[src/rtl/lvd_pkg.sv]
package lvd_pkg;

  typedef enum logic [1:0] {
    RNG_NONE = 2'b00,
    RNG_FBUF = 2'b01,
    RNG_PORT = 2'b10,
    RNG_PAL  = 2'b11
  } lvd_range_e;

  typedef struct packed {
    logic pal_fwd;
    logic win_en;
  } lvd_ctrl_t;

  typedef struct packed {
    logic       fwd;
    logic       blk;
    lvd_range_e rng;
  } lvd_dec_t;

endpackage

[src/rtl/lvd_rst_sync.sv]
module lvd_rst_sync #(
  parameter int STAGES = 2
) (
  input  logic clk,
  input  logic rst_n,
  output logic rst_n_sync
);
  logic [STAGES-1:0] sync_q;
  logic [STAGES-1:0] sync_d;

  always_comb begin
    sync_d = {sync_q[STAGES-2:0], 1'b1};
  end

  always_ff @(posedge clk or negedge rst_n) begin
    if (!rst_n) sync_q <= '0;
    else        sync_q <= sync_d;
  end

  assign rst_n_sync = sync_q[STAGES-1];
endmodule

[src/rtl/lvd_ctrl_regs.sv]
module lvd_ctrl_regs
  import lvd_pkg::*;
(
  input  logic       clk,
  input  logic       rst_n,
  input  logic       we,
  input  logic [1:0] wdata,
  output lvd_ctrl_t  ctrl
);
  lvd_ctrl_t ctrl_q;
  lvd_ctrl_t ctrl_d;

  always_comb begin
    ctrl_d = ctrl_q;
    if (we) begin
      ctrl_d.win_en  = wdata[0];
      ctrl_d.pal_fwd = wdata[1];
    end
  end

  always_ff @(posedge clk or negedge rst_n) begin
    if (!rst_n) ctrl_q <= '0;
    else        ctrl_q <= ctrl_d;
  end

  assign ctrl = ctrl_q;

  // a write lands on the following edge, bit order fixed
  a_r9_write_lands: assert property (@(posedge clk) disable iff (!rst_n)
    we |=> (ctrl_q.win_en == $past(wdata[0]) && ctrl_q.pal_fwd == $past(wdata[1])));

  a_r9_hold_no_write: assert property (@(posedge clk) disable iff (!rst_n)
    !we |=> $stable(ctrl_q));
endmodule

[src/rtl/lvd_range_match.sv]
module lvd_range_match
  import lvd_pkg::*;
#(
  parameter int                 ADDR_W  = 32,
  parameter int                 IO_W    = 16,
  parameter int                 ALIAS_W = 10,
  parameter logic [ADDR_W-1:0]  FB_LO   = 32'h000A_0000,
  parameter logic [ADDR_W-1:0]  FB_HI   = 32'h000B_FFFF
) (
  input  logic              clk,
  input  logic              rst_n,
  input  logic [ADDR_W-1:0] addr,
  input  logic              is_io,
  output lvd_range_e        rng
);
  localparam int N_PORT_RNG = 2;
  localparam int N_PAL      = 3;
  localparam int HI_W       = ADDR_W - IO_W;

  localparam logic [ALIAS_W-1:0] PORT_LO [N_PORT_RNG] = '{ALIAS_W'('h3B0), ALIAS_W'('h3C0)};
  localparam logic [ALIAS_W-1:0] PORT_HI [N_PORT_RNG] = '{ALIAS_W'('h3BB), ALIAS_W'('h3DF)};
  localparam logic [ALIAS_W-1:0] PAL_PT  [N_PAL]      = '{ALIAS_W'('h3C6), ALIAS_W'('h3C8), ALIAS_W'('h3C9)};

  logic [ALIAS_W-1:0]    ofs;
  logic                  io_space_ok;
  logic [N_PORT_RNG-1:0] port_hit_v;
  logic [N_PAL-1:0]      pal_hit_v;
  logic                  fb_hit;

  assign ofs         = addr[ALIAS_W-1:0];
  assign io_space_ok = (addr[ADDR_W-1:IO_W] == HI_W'(0));
  assign fb_hit      = (addr >= FB_LO) && (addr <= FB_HI);

  for (genvar g = 0; g < N_PORT_RNG; g++) begin : g_port
    assign port_hit_v[g] = (ofs >= PORT_LO[g]) && (ofs <= PORT_HI[g]);
  end

  for (genvar p = 0; p < N_PAL; p++) begin : g_pal
    assign pal_hit_v[p] = (ofs == PAL_PT[p]);
  end

  always_comb begin
    rng = RNG_NONE;
    if (!is_io) begin
      if (fb_hit) rng = RNG_FBUF;
    end else if (io_space_ok) begin
      if (|pal_hit_v)       rng = RNG_PAL;
      else if (|port_hit_v) rng = RNG_PORT;
    end
  end

  // I/O above the 64 KiB space never matches
  a_r4_io_high_none: assert property (@(posedge clk) disable iff (!rst_n)
    (is_io && !io_space_ok) |-> (rng == RNG_NONE));

  // memory requests never report an I/O range code
  a_r4_mem_no_io_code: assert property (@(posedge clk) disable iff (!rst_n)
    !is_io |-> (rng == RNG_NONE || rng == RNG_FBUF));

  // the ROM area just above the window is never decoded
  a_r1_rom_gap: assert property (@(posedge clk) disable iff (!rst_n)
    (!is_io && addr > FB_HI) |-> (rng == RNG_NONE));

  // a palette code always lies inside a register range
  a_r3_pal_inside_ports: assert property (@(posedge clk) disable iff (!rst_n)
    (rng == RNG_PAL) |-> (|port_hit_v));
endmodule

[src/rtl/lvd_policy.sv]
module lvd_policy
  import lvd_pkg::*;
(
  input  logic       clk,
  input  logic       rst_n,
  input  lvd_ctrl_t  ctrl,
  input  lvd_range_e rng,
  input  logic       is_wr,
  input  logic       from_dn,
  output logic       fwd,
  output logic       blk
);
  logic hit;

  assign hit = (rng != RNG_NONE);

  always_comb begin
    fwd = 1'b0;
    blk = 1'b0;
    if (hit) begin
      if (from_dn) begin
        blk = ctrl.win_en;
      end else if (ctrl.win_en) begin
        fwd = 1'b1;
      end else if (ctrl.pal_fwd && (rng == RNG_PAL) && is_wr) begin
        fwd = 1'b1;
      end
    end
  end

  // both bits clear means complete silence
  a_r7_both_off_silent: assert property (@(posedge clk) disable iff (!rst_n)
    (!ctrl.win_en && !ctrl.pal_fwd) |-> (!fwd && !blk));

  // palette-only mode forwards upstream palette writes only
  a_r6_pal_wr_only: assert property (@(posedge clk) disable iff (!rst_n)
    (!ctrl.win_en && fwd) |-> (rng == RNG_PAL && is_wr && !from_dn));

  // downstream-side traffic is never sent downstream
  a_r8_dn_never_fwd: assert property (@(posedge clk) disable iff (!rst_n)
    from_dn |-> !fwd);

  // blocking needs the window enable
  a_r8_blk_needs_en: assert property (@(posedge clk) disable iff (!rst_n)
    blk |-> ctrl.win_en);
endmodule

[src/rtl/lvd_top.sv]
module lvd_top
  import lvd_pkg::*;
#(
  parameter int ADDR_W  = 32,
  parameter int IO_W    = 16,
  parameter int ALIAS_W = 10,
  parameter int SYNC_N  = 2
) (
  input  logic              clk,
  input  logic              rst_n,
  input  logic              cfg_we,
  input  logic [1:0]        cfg_wdata,
  input  logic              req_valid,
  input  logic [ADDR_W-1:0] req_addr,
  input  logic              req_is_io,
  input  logic              req_is_wr,
  input  logic              req_from_dn,
  output logic              dec_fwd,
  output logic              dec_blk,
  output logic [1:0]        dec_range
);
  logic       rst_n_s;
  lvd_ctrl_t  ctrl;
  lvd_range_e rng_c;
  logic       fwd_c;
  logic       blk_c;
  lvd_dec_t   dec_d;
  lvd_dec_t   dec_q;

  lvd_rst_sync #(.STAGES(SYNC_N)) u_rst (
    .clk        (clk),
    .rst_n      (rst_n),
    .rst_n_sync (rst_n_s)
  );

  lvd_ctrl_regs u_ctrl (
    .clk   (clk),
    .rst_n (rst_n_s),
    .we    (cfg_we),
    .wdata (cfg_wdata),
    .ctrl  (ctrl)
  );

  lvd_range_match #(
    .ADDR_W  (ADDR_W),
    .IO_W    (IO_W),
    .ALIAS_W (ALIAS_W)
  ) u_match (
    .clk   (clk),
    .rst_n (rst_n_s),
    .addr  (req_addr),
    .is_io (req_is_io),
    .rng   (rng_c)
  );

  lvd_policy u_pol (
    .clk     (clk),
    .rst_n   (rst_n_s),
    .ctrl    (ctrl),
    .rng     (rng_c),
    .is_wr   (req_is_wr),
    .from_dn (req_from_dn),
    .fwd     (fwd_c),
    .blk     (blk_c)
  );

  always_comb begin
    dec_d = '0;
    if (req_valid) begin
      dec_d.fwd = fwd_c;
      dec_d.blk = blk_c;
      dec_d.rng = rng_c;
    end
  end

  always_ff @(posedge clk or negedge rst_n_s) begin
    if (!rst_n_s) dec_q <= '0;
    else          dec_q <= dec_d;
  end

  assign dec_fwd   = dec_q.fwd;
  assign dec_blk   = dec_q.blk;
  assign dec_range = dec_q.rng;

  // an idle cycle leaves every output low on the next one
  a_r10_idle_quiet: assert property (@(posedge clk) disable iff (!rst_n_s)
    !req_valid |=> (!dec_fwd && !dec_blk && dec_range == 2'b00));

  // forward and block are never both set
  a_r8_fwd_blk_excl: assert property (@(posedge clk) disable iff (!rst_n_s)
    !(dec_fwd && dec_blk));

  // any decision implies a recognised range
  a_r10_decision_has_range: assert property (@(posedge clk) disable iff (!rst_n_s)
    (dec_fwd || dec_blk) |-> (dec_range != 2'b00));
endmodule

[config.mk]
export PLATFORM = sky130hd
export DESIGN_NAME = lvd_top
export DESIGN_NICKNAME = d
export VERILOG_FILES = /design/src/rtl/lvd_pkg.sv /design/src/rtl/lvd_rst_sync.sv /design/src/rtl/lvd_ctrl_regs.sv /design/src/rtl/lvd_range_match.sv /design/src/rtl/lvd_policy.sv /design/src/rtl/lvd_top.sv
export SDC_FILE = /design/constraint.sdc
export NUM_CORES = 1
export LEC_CHECK = 0
export BUFFER_PORTS_ARGS = -buffer_cell sky130_fd_sc_hd__buf_2
export CELL_PAD_IN_SITES_DETAIL_PLACEMENT = 0
export CELL_PAD_IN_SITES_GLOBAL_PLACEMENT = 1
export CORE_MARGIN = 3
export CORE_UTILIZATION = 22
export CTS_CLUSTER_SIZE = 16
export DETAILED_ROUTE_END_ITERATION = 10
export GPL_TIMING_DRIVEN = 1
export PLACE_DENSITY = 0.87
export REMOVE_ABC_BUFFERS = 1
export SETUP_SLACK_MARGIN = 0.02
export SYNTH_ARGS = -nofsm -noshare
export SYNTH_HDL_FRONTEND = slang
export SYNTH_HIERARCHICAL = 1
export SYNTH_SLANG_ARGS = --single-unit
[constraint.sdc]
create_clock -name clk -period 0.8 [get_ports clk]
set_input_delay 0.04 -clock clk [delete_from_list [all_inputs] [get_ports clk]]
set_output_delay 0.04 -clock clk [all_outputs]
set_load 0.05 [all_outputs]
## Word level (Yosys, flattened, before mapping)

Cells that the tools add are included.

| cells by class | value |
|---|---|
| reduce and logical (&&, ||, !) cells | 9 |
| mux-type cells | 12 |
| eq/ne operators | 4 |
| $lt $le $gt $ge | 6 |

Operators by type and width:

| kind | number |
|---|---|
| 32-bit by 20-bit greater-or-equal comparator with 1-bit output, second input constant | 1 |
| 32-bit by 20-bit less-or-equal comparator with 1-bit output, second input constant | 1 |
| 10-bit equality test, second input constant | 3 |
| 10-bit greater-or-equal comparator, second input constant | 2 |
| 10-bit less-or-equal comparator, second input constant | 2 |
| 16-bit zero test | 1 |
| 2-bit two-way mux | 4 |
| 1-bit two-way mux | 7 |
| 1-bit logical AND | 5 |
| 4-bit two-way mux | 1 |
| 3-bit OR reduction | 1 |
| 2-bit equality test, second input constant | 1 |
| 2-bit nonzero test | 1 |
| 2-bit OR reduction | 1 |

| storage, ports and cells | value |
|---|---|
| register bits | 8 |
| bits of input ports | 41 |
| logic and storage cells | 37 |

## Longest topological paths before layout

| depth | value |
|---|---|
| depth in word-level cells | 15 |
| depth in mapped cells | 6 |
| mapped depth without buffers | 6 |

## Cells and area by module

Netlist, hierarchy kept.

By module, submodules not included:

| module | area each (sq um) | cells each | instances | seq. area each (sq um) |
|---|---|---|---|---|
| lvd_range_match | 153.9 | 18 | 1 | 0.0 |
| lvd_top | 125.1 | 8 | 1 | 100.1 |
| lvd_ctrl_regs | 72.6 | 4 | 1 | 50.0 |
| lvd_rst_sync | 53.8 | 3 | 1 | 50.0 |
| lvd_policy | 26.3 | 4 | 1 | 0.0 |

## Least setup slack after synthesis

OpenSTA, ideal clock, no wires.

| timing | value |
|---|---|
| kind | input to register |
| start point | input req_addr[24] |
| end point | register dec_q, in the netlist dec_fwd |
| slack | -307 ps |
| arrival | 1041 ps |
| stages on the path | 6 |
| buffers on the path | 0 |
| cell sequence | nor4_2 > nand4_1 > a211oi_2 > nand4_1 > a21oi_1 > and2_1 |

RTL lines:

| what | line | RTL |
|---|---|---|
| start: declaration | lvd_top.sv:14 | `input logic [ADDR_W-1:0] req_addr,` |
| end signal: assignment | lvd_top.sv:77 | `if (!rst_n_s) dec_q <= '0;` |
| end signal: assignment | lvd_top.sv:78 | `else dec_q <= dec_d;` |
| end: declaration | lvd_top.sv:28 | `lvd_dec_t dec_q;` |

==> qor.yml <==
outcome:
  status: "finished with violations"
  violations: "negative setup slack"
worst_setup_path:
  arrival_ps: 1270
  worstPathRequired_ps: 980
  cp-end-kind: "flop"
  path_max_fanout: 3
  crit_path_start_kind: "input port"
  worstSetupPathType: "in -> reg"
clocking:
  root_buffer: "clkbuf_4"
  ctsLongestPathBuffers: 2
  clk_pin_slew_ps: 50
  cts_made_buffers: 3
  cts_tree: "built"
  clock_latency_ps: 250
  cts_max_level: 1
  clkSinkCount: 8
yosys:
  synth_seq_cells: 8
  yosysMostFrequentCell: "dfrtp_1"
  syn_inst: 37
  yosysSeqAreaShare: 0.464
  synth_top_area_frac: 0.464
  yosys.area.top_type: "dfrtp_1"
  synth.distinct_cells: 21
  yosys_most_used_dff: "dfrtp_1"
  syn_area_um2: 432
  synth.cells.most_frequent: "dfrtp_1 (8), and2_1 (4)"
  synth_warnings: 6
  synth-edff-count: 0
  synthTopCellsByArea: "dfrtp_1 (46%), and2_1 (5.8%), nor4_2 (5.8%), nor4b_4 (5.5%), mux2_2 (5.2%)"
  ys_async_sr_fraction: 1.00
  avgSynthCellArea_um2: 11.7
timing:
  setup_slack_ps: -282
  rsz0062_at_grt: "true"
  period_share: 1.35
  period_needed_ps: 1080
  finalSetupViolations: 4
  hold_viol: 0
  drv_slew: 0
  skew_ps: 3.60
  fmax_ghz: 0.924
  holdWs_ps: 25.5
die:
  start_util: 0.242
  die-width_um: 50.3
  io_pins: 45
  rows: 15
  core_area_um2: 1780
  die_h_um: 50.3
  dieArea_um2: 2530
global_routing:
  antenna_found_initial: 0
  grt_first_pass_wirelength_mm: 1.98
  gr-total-overflow: 0
  first_global_vias: 537
  grt_max_degree: 7
  gr-usage-all-layers: 0.103
place:
  dp_slack_ps: -562
  place_congestion: 0.719
  post_dp_cell_area_um2: 668
  port_buffers: 38
  dp_hpwl_mm: 1.00
detailed_routing:
  first_iter_violations: 2
  drtPass1Iterations: 2
  drt.antenna.violating_nets: 0
  drcViolationCount: 0
  vias: 471
  routed_via_density: 4.36
  wl_mm: 1.24
  routedWlPerCell_um: 11.5
hold_path:
  hold_path.class: "in -> reg"
power_and_ir_drop:
  share_comb_of_total_power: 0.203
  p_int_mw: 0.710
  p_sw_mw: 0.205
  swShare: 0.224
  peakVddDrop_v: 0.000798
  power_density_nw_per_um2: 1110
  pwr-share-seq: 0.476
  leakagePower_nw: 0.398
  clkPwrFrac: 0.321
  p_total_mw: 0.915
layout:
  nets: 126
  drive_gt1_frac: 0.663
  diodes: 0
  final_area_um2: 823
  syn2layout_area_growth_pct: 90.7
flow_run:
  cap_violations: 0
-- cells by family after synthesis --
group            Yosys count  share of synthesized area
AO/OA/AOI/OAI              6                      0.107
flip-flops                 8                      0.464
other                      1                    0.00869
AND/OR/NAND/NOR           20                      0.368
multiplexers               2                     0.0522
-- metrics by stage --
stage / util / setup TNS [ps] / instances
CTS: 0.445 / -590 / 106
finish: 0.462 / -871 / 108
detailed placement: 0.375 / -1850 / 102
global placement: 0.375 / -1670 / 102
floorplan: - / -715 / 37
global route: 0.462 / -1330 / 108
-- area by class of cell --
cell class                 count  area (µm²)
fill                         175         960
timing repair buffer          43         293
clock buffer                   3        22.5
multi-input combinational     29         277
sequential                     8         200
tap                           25        31.3
-- final timing paths --
kind                       cells past startpoint              end  slack [ps]       startpoint
max                                            7          dec_blk        -280     req_addr[18]
min                                            2   u_ctrl/ctrl[0]          30     cfg_wdata[0]
max reg2reg                                    3          dec_fwd         -30   u_ctrl/ctrl[0]
min reg2reg                                    0   u_ctrl/ctrl[0]         100  u_rst/sync_q[1]
max in group asynchronous                      0     dec_range[1]         490  u_rst/sync_q[1]
min in group asynchronous                      2  u_rst/sync_q[1]         100            rst_n
-- cell usage in the layout, fill, tap and decap left out, types with 2 or more instances in the layout --
cell | Yosys | final
buf_4 | 0 | 4
mux2_4 | 0 | 2
buf_6 | 0 | 10
clkbuf_4 | 0 | 3
nor4_4 | 0 | 2
buf_2 | 0 | 28
nand2_1 | 2 | 2
dfrtp_1 | 8 | 8
and2_1 | 4 | 3
nor3b_1 | 2 | 2
nand4_1 | 2 | 2
-- state kept, by name, summed over array words and instances (netlist names) --
signal,cells
u_rst/sync_q,2
u_ctrl/ctrl,2
dec_blk,1
dec_fwd,1
dec_range,2
-- power groups by stage --
stage	sequential [mW]	combinational [mW]	clock, mW
2_1_floorplan	0.436	0.0369	0
3_3_place_gp	0.440	0.138	0
3_5_place_dp	0.441	0.144	0
4_1_cts	0.435	0.178	0.314
5_1_grt	0.438	0.203	0.340
6_report	0.435	0.186	0.294
-- worst max-delay path, stage by stage --
cell,delay (ps)
buf_6,100
nor4_4,250
nand4_1,180
a211oi_2,310
buf_4,160
o211a_1,120
and2_1,110
-- per-layer routing --
layer  track usage  wire (µm)  up-vias
met1         0.105        475      204
met3        0.0386        110        2
met2         0.187        640       32
met4        0.0404         14        0
met5             0          0        -
li1              -          -      233
-- timing repair --
item | 4_1_cts | 5_1_grt
pin swaps | 13 | 4
setup endpoints to repair | 8 | 10
buffers inserted | 0 | 2
hold endpoints to repair | 2 | 0
cloned | 0 | 0
hold buffers | 1 | 0
gates resized for setup | 20 | 3
(Power assumes the default switching activity.)
